<file path="config.mk">
export PLATFORM = sky130hd
export DESIGN_NAME = cclk_gen
export DESIGN_NICKNAME = d
export VERILOG_FILES = /design/src/rtl/cclk_pkg.sv /design/src/rtl/cclk_ctrl.sv /design/src/rtl/cclk_datapath.sv /design/src/rtl/cclk_gen.sv
export SDC_FILE = /design/constraint.sdc
export NUM_CORES = 1
export LEC_CHECK = 0
export BUFFER_PORTS_ARGS = -buffer_cell sky130_fd_sc_hd__buf_2
export CAP_MARGIN = 20
export CORE_AREA = 2 2 105 107
export CTS_CLUSTER_SIZE = 12
export DETAILED_ROUTE_END_ITERATION = 7
export DIE_AREA = 0 0 107 109
export PLACE_DENSITY = 0.5
export SLEW_MARGIN = 20
export SYNTH_ARGS = -nofsm -noshare
export SYNTH_HDL_FRONTEND = slang
export SYNTH_SLANG_ARGS = --single-unit
</file>
<file path="constraint.sdc">
create_clock -name clk -period 3.4 [get_ports clk]
set_input_delay 0.17 -clock clk [delete_from_list [all_inputs] [get_ports clk]]
set_output_delay 0.17 -clock clk [all_outputs]
set_load 0.005 [all_outputs]
</file>
<file path="src/rtl/cclk_pkg.sv">
package cclk_pkg;
  typedef struct packed {
    logic run;
    logic restart;
  } cclk_strobe_t;
endpackage

</file>
<file path="src/rtl/cclk_ctrl.sv">
module cclk_ctrl
  import cclk_pkg::*;
#(
  parameter int RATE_W = 16,
  parameter logic [RATE_W-1:0] RESET_RATE = 16'h0001,
  parameter int STOP_BIT = 0,
  parameter int START_BIT = 1,
  parameter int RST_BIT = 3
) (
  input  logic              clk,
  input  logic              rst_n,
  input  logic              wrEn,
  input  logic              wrSel,
  input  logic [RATE_W-1:0] wrData,
  input  logic              periodEnd,
  output logic [RATE_W-1:0] shadowRate,
  output cclk_strobe_t      strobe,
  output logic              running
);
  logic ctrlWr, rateWr, stopReq, startReq, rstReq, restart, stopPend;

  assign ctrlWr   = wrEn && !wrSel;
  assign rateWr   = wrEn && wrSel;
  assign stopReq  = ctrlWr && wrData[STOP_BIT];
  assign startReq = ctrlWr && wrData[START_BIT] && !stopReq;
  assign rstReq   = ctrlWr && wrData[RST_BIT];
  assign restart  = startReq && !running;

  always_ff @(posedge clk or negedge rst_n) begin
    if (!rst_n) shadowRate <= RESET_RATE;
    else if (rateWr) shadowRate <= wrData;
    else if (rstReq) shadowRate <= RESET_RATE;
  end

  always_ff @(posedge clk or negedge rst_n) begin
    if (!rst_n) begin
      running  <= 1'b0;
      stopPend <= 1'b0;
    end else begin
      if (restart) running <= 1'b1;
      else if (running && stopPend && periodEnd) running <= 1'b0;

      if (stopReq) stopPend <= running;
      else if (startReq) stopPend <= 1'b0;
      else if (periodEnd) stopPend <= 1'b0;
    end
  end

  assign strobe.run     = running;
  assign strobe.restart = restart;


  stop_at_boundary_chk: assert property (@(posedge clk) disable iff (!rst_n)
    $fell(running) |-> $past(periodEnd));


  start_needs_write_chk: assert property (@(posedge clk) disable iff (!rst_n)
    $rose(running) |-> $past(wrEn && !wrSel && wrData[START_BIT] && !wrData[STOP_BIT]));
endmodule

</file>
<file path="src/rtl/cclk_datapath.sv">
module cclk_datapath
  import cclk_pkg::*;
#(
  parameter int RATE_W = 16,
  parameter int DIV_W = 4,
  parameter logic [RATE_W-1:0] RESET_RATE = 16'h0001
) (
  input  logic              clk,
  input  logic              rst_n,
  input  logic [RATE_W-1:0] shadowRate,
  input  cclk_strobe_t      strobe,
  output logic              cardClk,
  output logic              periodEnd
);
  localparam int PRE_W = RATE_W - DIV_W;
  localparam int CNT_W = PRE_W + 1;

  function automatic logic [DIV_W-1:0] clampDiv(input logic [DIV_W-1:0] d);
    return (d == '0) ? DIV_W'(1) : d;
  endfunction

  logic [DIV_W-1:0] actD, divCnt;
  logic [PRE_W-1:0] actP;
  logic [CNT_W-1:0] preCnt, preLimit;
  logic [DIV_W:0]   divPlus, half;
  logic             preLast, divLast, odd, highRaw;

  assign preLimit  = {actP, 1'b0} - CNT_W'(1);
  assign preLast   = (actP == '0) || (preCnt == preLimit);
  assign divLast   = (divCnt == actD);
  assign periodEnd = strobe.run && preLast && divLast;

  assign divPlus = {1'b0, actD} + (DIV_W+1)'(1);
  assign half    = divPlus >> 1;
  assign odd     = divPlus[0];
  assign highRaw = ({1'b0, divCnt} < half) ||
                   (odd && ({1'b0, divCnt} == half) && (preCnt < {1'b0, actP}));

  always_ff @(posedge clk or negedge rst_n) begin
    if (!rst_n) begin
      actD   <= clampDiv(RESET_RATE[DIV_W-1:0]);
      actP   <= RESET_RATE[RATE_W-1:DIV_W];
      preCnt <= '0;
      divCnt <= '0;
    end else if (strobe.restart) begin
      actD   <= clampDiv(shadowRate[DIV_W-1:0]);
      actP   <= shadowRate[RATE_W-1:DIV_W];
      preCnt <= '0;
      divCnt <= '0;
    end else if (strobe.run) begin
      if (preLast) begin
        preCnt <= '0;
        if (divLast) begin
          divCnt <= '0;
          actD   <= clampDiv(shadowRate[DIV_W-1:0]);
          actP   <= shadowRate[RATE_W-1:DIV_W];
        end else begin
          divCnt <= divCnt + DIV_W'(1);
        end
      end else begin
        preCnt <= preCnt + CNT_W'(1);
      end
    end
  end

  always_ff @(posedge clk or negedge rst_n) begin
    if (!rst_n) cardClk <= 1'b0;
    else cardClk <= strobe.run && highRaw;
  end


  low_when_stopped_chk: assert property (@(posedge clk) disable iff (!rst_n)
    !strobe.run |=> !cardClk);


  div_in_range_chk: assert property (@(posedge clk) disable iff (!rst_n)
    divCnt <= actD);


  rate_at_boundary_chk: assert property (@(posedge clk) disable iff (!rst_n)
    !$stable({actD, actP}) |-> $past(strobe.restart || periodEnd));


  div_nonzero_chk: assert property (@(posedge clk) disable iff (!rst_n)
    actD != '0);
endmodule

</file>
<file path="src/rtl/cclk_gen.sv">
module cclk_gen
  import cclk_pkg::*;
#(
  parameter int RATE_W = 16,
  parameter int DIV_W = 4,
  parameter logic [RATE_W-1:0] RESET_RATE = 16'h0001
) (
  input  logic              clk,
  input  logic              rst_n,
  input  logic              wrEn,
  input  logic              wrSel,
  input  logic [RATE_W-1:0] wrData,
  output logic              cardClk,
  output logic              clkRunning
);
  cclk_strobe_t     strobe;
  logic [RATE_W-1:0] shadowRate;
  logic              periodEnd;

  cclk_ctrl #(.RATE_W(RATE_W), .RESET_RATE(RESET_RATE)) ctrl_i (
    .clk(clk), .rst_n(rst_n), .wrEn(wrEn), .wrSel(wrSel), .wrData(wrData),
    .periodEnd(periodEnd), .shadowRate(shadowRate), .strobe(strobe),
    .running(clkRunning)
  );

  cclk_datapath #(.RATE_W(RATE_W), .DIV_W(DIV_W), .RESET_RATE(RESET_RATE)) dp_i (
    .clk(clk), .rst_n(rst_n), .shadowRate(shadowRate), .strobe(strobe),
    .cardClk(cardClk), .periodEnd(periodEnd)
  );


  stop_in_low_phase_chk: assert property (@(posedge clk) disable iff (!rst_n)
    $fell(clkRunning) |-> !cardClk);
endmodule

</file>
==> results of run 1 <==
-- per-stage QoR --
stage	total power, mW	cells	utilization
2_1_floorplan	2.12	284	-
3_3_place_gp	2.43	438	0.313
3_5_place_dp	2.45	438	0.313
4_1_cts	2.82	447	0.322
5_1_grt	3.08	447	0.323
6_report	2.80	447	0.323
-- logic make-up after synthesis --
| group | share of synthesized area |
|---|---|
| xor+xnor | 0.0964 |
| buf+inv | 0.0382 |
| mux | 0.0708 |
| simple gates | 0.139 |
| compound gates | 0.150 |
| fa+ha+maj | 0.0813 |
| flops | 0.424 |
-- per-layer routing --
layer,track usage,vias to the layer above
met5,0,-
met4,0.0473,0
met3,0.0209,12
met2,0.184,31
met1,0.166,1081
li1,-,1077
-- registers in the layout (all words and copies together), names as in the netlist --
name / cells
dp_i.divCnt: 4
dp_i.cardClk: 1
dp_i.actP: 12
ctrl_i.running: 1
ctrl_i.stopPend: 1
ctrl_i.shadowRate: 16
dp_i.preCnt: 13
dp_i.actD: 4
-- synth_stat cells, drive strengths merged --
library cell  number
a211oi             4
a21boi             1
a21o               5
a21oi              5
a22o              15
a22oi              1
a311o              1
a311oi             1
a31o               1
a31oi              3
a32o               1
a41o               1
a41oi              1
and2               3
and3               3
and3b              1
and4               3
buf                2
clkbuf             7
dfrtp             50
dfstp              2
ha                20
inv               16
mux2              16
nand2             11
nand2b             6
nand3             11
nand3b             1
nand4              7
nand4b             3
nor2              19
nor2b              3
nor3               3
nor4               1
nor4bb             2
o2111a             1
o211ai             3
o21a               2
o21ai              8
o22ai              3
o31ai              3
or2                1
xnor2             16
xor2              17
-- critical path, stage by stage (launching register included) --
cell and delay [ps]:
dfrtp_1 450, inv_1 160, ha_1 330, nor2b_1 210, xnor2_1 80, a311o_1 350
a31o_1 240, a41oi_4 340, o21a_1 180, buf_4 260, mux2_2 370
-- cell usage in the layout, fill, tap and decap left out, drive strengths merged, types with 4 or more instances in the layout --
cell type   n
buf        23
nor2       19
xor2       17
xnor2      16
nand2b      6
nand3      11
ha         20
dfrtp      50
nand2      11
inv        17
clkbuf      5
a211oi      4
o21ai       8
a21oi       5
a21o        5
mux2       16
a22o       15
nand4       7
-- power by group through the flow --
stage	registers [mW]	clock network (mW)	logic [mW]
finish	1.08	0.367	1.36
global route	1.12	0.408	1.55
CTS	1.08	0.378	1.36
detailed placement	1.09	0	1.36
global placement	1.09	0	1.34
floorplan	0.984	0	1.13
-- how the worst max path moves through the flow --
stage                 startpoint       endpoint  cells past startpoint
global placement    dp_i.actP[0]   dp_i.actP[0]                     10
detailed placement  dp_i.actP[0]   dp_i.actD[2]                     10
global route        dp_i.actP[0]   dp_i.actD[2]                     10
CTS                 dp_i.actP[0]   dp_i.actD[2]                     10
floorplan           dp_i.actP[0]  dp_i.actP[10]                     11
finish              dp_i.actP[0]   dp_i.actD[2]                     10
-- cell type report --
cell class / count / area (sq um) / area share
clock buffer: 5 / 68.8 / 0.0201
timing repair buffer: 24 / 130 / 0.0381
sequential: 52 / 1300 / 0.381
multi-input combinational: 207 / 1660 / 0.485
tap: 140 / 175 / 0.0512
inverter: 16 / 60.1 / 0.0176
clock inverter: 3 / 22.5 / 0.00659
==> flow_metrics.env, run 1 <==
export IMPL_ys_seq_elements=52
export IMPL_power_leakage_nw=1.59
export IMPL_num_antenna_cells=0
export IMPL_viasPerCell=4.92
export IMPL_grt_pass1_wl_um=11000
export IMPL_crit_type="flop to flop"
export IMPL_worstRegToRegCells=10
export IMPL_r2r_start="dp_i.actP[0]"
export IMPL_synth_area_sq_um=3080
export IMPL_power_frac_comb=0.484
export IMPL_drive_gt1_frac=0.176
export IMPL_period_share=0.906
export IMPL_fin_ws_ps=320
export IMPL_synth_avg_cell_area_sq_um=10.8
export IMPL_synth_top_cell_area_share=0.407
export IMPL_die_h_um=109
export IMPL_synthCells=284
export IMPL_max_vdd_ir_drop_v=0.000251
export IMPL_min_path_cells=2
export IMPL_grt_pass1_vias=2183
export IMPL_ys_types=48
export IMPL_final_net_count=346
export IMPL_drc=0
export IMPL_grt_usage=0.119
export IMPL_cts_setup_buffers=0
export IMPL_clock_insertion_delay_worst_skew_ps=310
export IMPL_cts_tree="done"
export IMPL_crit_fanout=16
export IMPL_drt_met1_wl_um=3170
export IMPL_placed_area_sq_um=3310
export IMPL_drt_initial_drc_count=132
export IMPL_start_kind="flop"
export IMPL_root_buffer="clkbuf_8"
export IMPL_grt_max_degree=35
export IMPL_yosys_warnings=0
export IMPL_num_io_pins=22
export IMPL_cp_data_arrival_time_ps=3280
export IMPL_wl_per_cell_um=14.2
export IMPL_internal_power_mw=1.64
export IMPL_final_cell_area_sq_um=3420
export IMPL_route_top_layer_used="met4"
export IMPL_final_max_slew_viol_count=0
export IMPL_syn_nets=324
export IMPL_fp_dieW_um=107
export IMPL_clkTransAtPathRegs_ps=100
export IMPL_fillers=1080
export IMPL_wl_um=6350
export IMPL_htree_levels=2
export IMPL_hold_violations=0
export IMPL_die_area_sq_um=11700
export IMPL_postCtsHoldBufs=1
export IMPL_ff2ff_setup_slack_ps=320
export IMPL_drv_cap=0
export IMPL_first_pass_iters=4
export IMPL_status="finished clean"
export IMPL_fmaxAchievable_ghz=0.325
export IMPL_antenna_left=0
export IMPL_synth_seq_area_share=0.424
export IMPL_switching_share=0.415
export IMPL_core_area_sq_um=10600
export IMPL_holdPathEnd="ctrl_i.shadowRate[10]"
export IMPL_pwr_density_cell_nw_per_um2=820
export IMPL_worstMarginPinSlew_ps=674
export IMPL_cts_resized_gates=0
export IMPL_pwr_share_clk=0.131
export IMPL_min_delay_start="wrData[10]"
export IMPL_final_setup_viol_count=0
export IMPL_worstPathRequired_ps=3600
export IMPL_start_util=0.290
export IMPL_rsz0062_at_grt="no"
export IMPL_wl_met3_um=210
export IMPL_p_sw_mw=1.16
export IMPL_post_place_ws_ps=356
export IMPL_met2RoutedLength_um=2800
export IMPL_hp_class="primary input to flop"
export IMPL_setup_worst_path_end_class="flop"
export IMPL_synthTopCellsByArea="dfrtp_1, ha_1, mux2_4"
export IMPL_min_period_ps=3080
export IMPL_regToRegEndpoint="dp_i.actD[2]"
export IMPL_numCtsBuffers=5
export IMPL_skew_ps=10.1
export IMPL_cts_sinks=52
export IMPL_tns_ps=0
export IMPL_whs_ps=77.8
export IMPL_maxSlewHeadroom=0.551
export IMPL_place_congestion=0.810
export IMPL_dp_hpwl_um=4820
export IMPL_cts_max_path_buffers=2
export IMPL_vias=2201
export IMPL_yosysTopAreaCell="dfrtp_1"
export IMPL_fp_row_count=38
export IMPL_p_seq_frac=0.385
export IMPL_grt_overflow=0
export IMPL_antenna_found_initial=0
export IMPL_port_buffer_count=21
export IMPL_area_delta_synth_final_pct=11.1
Power figures use the tool's default switching activity.
==> inputs of run 2 (changes only) <==
Settings changed: CTS_BUF_LIST from default to sky130_fd_sc_hd__clkbuf_2.
==> flow_metrics.env, run 2 (synthesis gave the netlist of run 1 again) <==
export IMPL_status="finished clean"
export IMPL_worstPathCellList="inv_1, ha_1, nor2b_1, xnor2_1, a311o_1, a31o_1, a41oi_4, o21a_1, buf_4, mux2_2"
export IMPL_min_period_ps=3080
export IMPL_htree_levels=2
export IMPL_clock_insertion_delay_worst_skew_ps=450
export IMPL_cts_tree="done"
export IMPL_setup_worst_path_end_class="flop"
export IMPL_internal_power_mw=1.56
export IMPL_switching_share=0.427
export IMPL_die_h_um=109
export IMPL_power_leakage_nw=1.65
export IMPL_die_area_sq_um=11700
export IMPL_start_util=0.290
export IMPL_port_buffer_count=21
export IMPL_numCtsBuffers=5
export IMPL_worstPathRequired_ps=3770
export IMPL_first_pass_iters=4
export IMPL_p_sw_mw=1.16
export IMPL_place_congestion=0.810
export IMPL_cpPeakStageDelay_ps=490
export IMPL_ff2ff_setup_slack_ps=320
export IMPL_start_kind="flop"
export IMPL_grt_pass1_wl_um=11300
export IMPL_grt_pass1_vias=2260
export IMPL_tns_ps=0
export IMPL_viasPerCell=4.91
export IMPL_num_antenna_cells=0
export IMPL_largest_reg_flops=16
export IMPL_r2r_start="dp_i.actP[1]"
export IMPL_crit_type="flop to flop"
export IMPL_fmaxAchievable_ghz=0.324
export IMPL_vias=2281
export IMPL_fp_row_count=38
export IMPL_drive_gt1_frac=0.166
export IMPL_cts_resized_gates=0
export IMPL_max_vdd_ir_drop_v=0.000254
export IMPL_antenna_left=0
export IMPL_pwr_share_clk=0.098
export IMPL_layout_commonest_cell="dfrtp_1"
export IMPL_regToRegEndpoint="dp_i.actP[0]"
export IMPL_final_max_slew_viol_count=0
export IMPL_worstRegToRegCells=10
export IMPL_cts_setup_buffers=0
export IMPL_grt_usage=0.123
export IMPL_p_seq_frac=0.397
export IMPL_antenna_found_initial=0
export IMPL_maxSlewHeadroom=0.541
export IMPL_cp_data_arrival_time_ps=3460
export IMPL_placed_area_sq_um=3310
export IMPL_final_cell_mix="dfrtp_1, buf_2, ha_1"
export IMPL_final_net_count=364
export IMPL_core_area_sq_um=10600
export IMPL_dp_hpwl_um=4820
export IMPL_clkTransAtPathRegs_ps=280
export IMPL_cts_max_path_buffers=2
export IMPL_worstMarginPinSlew_ps=689
export IMPL_area_delta_synth_final_pct=15.6
export IMPL_period_share=0.907
export IMPL_num_io_pins=22
export IMPL_wl_per_cell_um=14.1
export IMPL_postCtsHoldBufs=19
export IMPL_top_register="ctrl_i.shadowRate"
export IMPL_drc=0
export IMPL_fp_dieW_um=107
export IMPL_skew_ps=24.4
export IMPL_grt_max_degree=35
export IMPL_final_cell_area_sq_um=3560
export IMPL_pwr_density_cell_nw_per_um2=764
export IMPL_hp_class="primary input to asynchronous set/reset pin"
export IMPL_wl_um=6560
export IMPL_cpMaxStageDelayCell="dfrtp_1"
export IMPL_drt_initial_drc_count=142
export IMPL_final_setup_viol_count=0
export IMPL_drv_cap=0
export IMPL_rsz0062_at_grt="no"
export IMPL_reg_top3="ctrl_i.shadowRate (16), dp_i.preCnt (13), dp_i.actP (12)"
export IMPL_grt_overflow=0
export IMPL_power_frac_comb=0.505
export IMPL_root_buffer="clkbuf_2"
export IMPL_crit_fanout=16
export IMPL_hold_violations=0
export IMPL_cts_sinks=52
==> run 2: worst max-delay path by stage <==
stage                 startpoint            end  slack (ps)
floorplan           dp_i.actP[0]  dp_i.actP[10]         650
global placement    dp_i.actP[0]   dp_i.actP[0]         420
detailed placement  dp_i.actP[0]   dp_i.actD[2]         360
CTS                 dp_i.actP[0]   dp_i.actP[0]         330
global route        dp_i.actP[0]   dp_i.actD[2]          70
finish              dp_i.actP[1]   dp_i.actP[0]         320
==> run 2: power by group through the flow <==
stage	clock (mW)	combinational (mW)	sequential (mW)
floorplan	0	1.13	0.984
global placement	0	1.34	1.09
detailed placement	0	1.36	1.09
CTS	0.277	1.38	1.08
global route	0.307	1.57	1.12
finish	0.266	1.37	1.08
==> run 2: metrics by stage <==
step           power (mW)  cells   util  worst slack (ps)  hold slack [ps]
2_1_floorplan        2.12    284      -               650             -126
3_3_place_gp         2.43    438  0.313               422              149
3_5_place_dp         2.45    438  0.313               356              145
4_1_cts              2.74    465  0.335               328              126
5_1_grt              2.99    465  0.335              69.7              170
6_report             2.72    465  0.335               315              155
==> run 2: worst max-delay path, delay by kind of cell (launching register included) <==
kind	cells	cell delay (ps)
buffers and inverters	2	420
muxes	1	360
xor gates and xnor gates	1	80
adders and majority gates	1	340
AOI/OAI and AO/OA	4	1110
DFF	1	490
and+or+nand+nor	1	210
==> run 2: area by class of cell <==
cell class	instances	area, sq um
clock buffer	5	25.0
clock inverter	3	22.5
fill	1064	7050
inverter	16	60.1
multi-input combinational	207	1660
sequential	52	1300
tap	140	175
timing repair buffer	42	310
==> run 2: per-layer routing <==
metal | track usage | part of all wire
met5 | 0 | 0
met4 | 0.0501 | 0.025
met3 | 0.0209 | 0.027
met2 | 0.193 | 0.45
met1 | 0.168 | 0.49
==> inputs of run 3 (changes only) <==
Settings changed: CORE_AREA 2 2 105 107 to 2 2 96 116, CTS_BUF_LIST sky130_fd_sc_hd__clkbuf_2 to default, DIE_AREA 0 0 107 109 to 0 0 98 118, PLACE_DENSITY 0.5 to default.
==> flow_metrics.env, run 3 (synthesis gave the netlist of run 1 again) <==
export IMPL_status="finished clean"
export IMPL_die_area_sq_um=11600
export IMPL_drive_gt1_frac=0.176
export IMPL_first_pass_iters=4
export IMPL_internal_power_mw=1.78
export IMPL_final_net_count=346
export IMPL_cts_tree="done"
export IMPL_setup_worst_path_end_class="flop"
export IMPL_skew_ps=5.74
export IMPL_worstMarginPinSlew_ps=658
export IMPL_regToRegEndpoint="dp_i.actD[3]"
export IMPL_worstPathRequired_ps=3580
export IMPL_cts_resized_gates=0
export IMPL_grt_max_degree=28
export IMPL_place_congestion=0.801
export IMPL_fp_dieW_um=98
export IMPL_tns_ps=0
export IMPL_maxSlewHeadroom=0.562
export IMPL_power_frac_comb=0.461
export IMPL_cts_max_path_buffers=2
export IMPL_finalNonFillerCells=436
export IMPL_period_share=0.889
export IMPL_pwr_share_clk=0.177
export IMPL_start_util=0.295
export IMPL_power_leakage_nw=1.62
export IMPL_reg_top3="ctrl_i.shadowRate (16), dp_i.preCnt (13), dp_i.actP (12)"
export IMPL_min_delay_start="wrData[14]"
export IMPL_fp_row_count=41
export IMPL_port_buffer_count=21
export IMPL_wl_um=6400
export IMPL_holdPathEnd="ctrl_i.shadowRate[14]"
export IMPL_grt_usage=0.115
export IMPL_num_io_pins=22
export IMPL_min_period_ps=3020
export IMPL_p_sw_mw=1.21
export IMPL_layout_commonest_cell="dfrtp_1"
export IMPL_antenna_found_initial=0
export IMPL_pwr_density_cell_nw_per_um2=860
export IMPL_dp_hpwl_um=4920
export IMPL_top_register="ctrl_i.shadowRate"
export IMPL_grt_pass1_wl_um=10900
export IMPL_num_antenna_cells=0
export IMPL_crit_type="flop to flop"
export IMPL_max_vdd_ir_drop_v=0.000349
export IMPL_final_setup_viol_count=0
export IMPL_placed_cells=427
export IMPL_hold_violations=0
export IMPL_min_path_cells=2
export IMPL_htree_levels=2
export IMPL_largest_reg_flops=16
export IMPL_viasPerCell=5.06
export IMPL_ff2ff_setup_slack_ps=380
export IMPL_final_max_slew_viol_count=0
export IMPL_wl_per_cell_um=14.7
export IMPL_rsz0062_at_grt="no"
export IMPL_grt_pass1_vias=2161
export IMPL_die_h_um=118
export IMPL_hp_class="primary input to flop"
export IMPL_antenna_left=0
export IMPL_start_kind="flop"
export IMPL_root_buffer="clkbuf_16"
export IMPL_clock_insertion_delay_worst_skew_ps=300
export IMPL_vias=2205
export IMPL_fmaxAchievable_ghz=0.331
export IMPL_grt_overflow=0
export IMPL_cpPeakStageDelay_ps=450
export IMPL_worstRegToRegCells=10
export IMPL_numCtsBuffers=5
export IMPL_worstPathCellList="inv_1, ha_1, nor2b_1, xnor2_1, a311o_1, a31o_1, a41oi_4, o21a_1, buf_4, mux2_2"
export IMPL_p_seq_frac=0.362
export IMPL_area_delta_synth_final_pct=12.9
export IMPL_finish_utilization=0.334
export IMPL_core_area_sq_um=10400
export IMPL_drt_initial_drc_count=87
export IMPL_clkTransAtPathRegs_ps=70
export IMPL_cp_data_arrival_time_ps=3210
export IMPL_cpMaxStageDelayCell="dfrtp_1"
export IMPL_final_cell_mix="dfrtp_1, buf_2, ha_1"
export IMPL_r2r_start="dp_i.actP[0]"
export IMPL_drc=0
export IMPL_cts_sinks=52
export IMPL_switching_share=0.405
export IMPL_drv_cap=0
export IMPL_crit_fanout=16
run 3: area by class of cell:
cell class	instances	area, sq um
fill	1064	6940
multi-input combinational	207	1660
sequential	52	1300
tap	129	161
timing repair buffer	24	130
clock buffer	5	125
inverter	16	60.1
clock inverter	3	33.8
run 3: stage by stage:
step / hold slack, ps / power (mW) / cell area [sq um] / setup slack (ps)
after floorplan: -126 / 2.12 / 3080 / 650
after global placement: 206 / 2.42 / 3300 / 446
after detailed placement: 223 / 2.46 / 3300 / 405
after CTS: 86.9 / 3.01 / 3470 / 381
after global routing: 95.0 / 3.23 / 3470 / 170
final: 91.0 / 2.99 / 3470 / 378
run 3: timing repair:
action | 4_1_cts | 5_1_grt
hold endpoints to repair | 24 | 0
setup buffers | 0 | 0
hold buffers | 1 | 0
run 3: how the worst max path moves through the flow:
stage | cells after the start | startpoint | end | slack, ps
floorplan | 11 | dp_i.actP[0] | dp_i.actP[10] | 650
global placement | 10 | dp_i.actP[0] | dp_i.actP[0] | 450
detailed placement | 10 | dp_i.actP[0] | dp_i.actP[11] | 400
CTS | 10 | dp_i.actP[0] | dp_i.actP[11] | 380
global route | 10 | dp_i.actP[0] | dp_i.actD[3] | 170
finish | 10 | dp_i.actP[0] | dp_i.actD[3] | 380
run 3: power by group through the flow:
stage	Sequential, mW	Combinational [mW]	Clock [mW]
floorplan	0.984	1.13	0
global placement	1.09	1.33	0
detailed placement	1.09	1.37	0
CTS	1.08	1.38	0.543
global route	1.12	1.55	0.567
finish	1.08	1.38	0.529
run 3: per-layer routing:
layer,up-vias,GRT usage,wire length [um]
met2,31,0.189,3120
met1,1092,0.152,2990
met4,0,0.0469,151
met3,10,0.0137,139
li1,1072,-,-
met5,-,0,0
run 3: critical path: cells and delay by family, from the launching register on:
kind	cells	cell delay, ps
compound gates	4	1080
flops	1	450
buf+inv	2	430
mux	1	370
fa+ha+maj	1	310
simple gates	1	200
xor+xnor	1	80
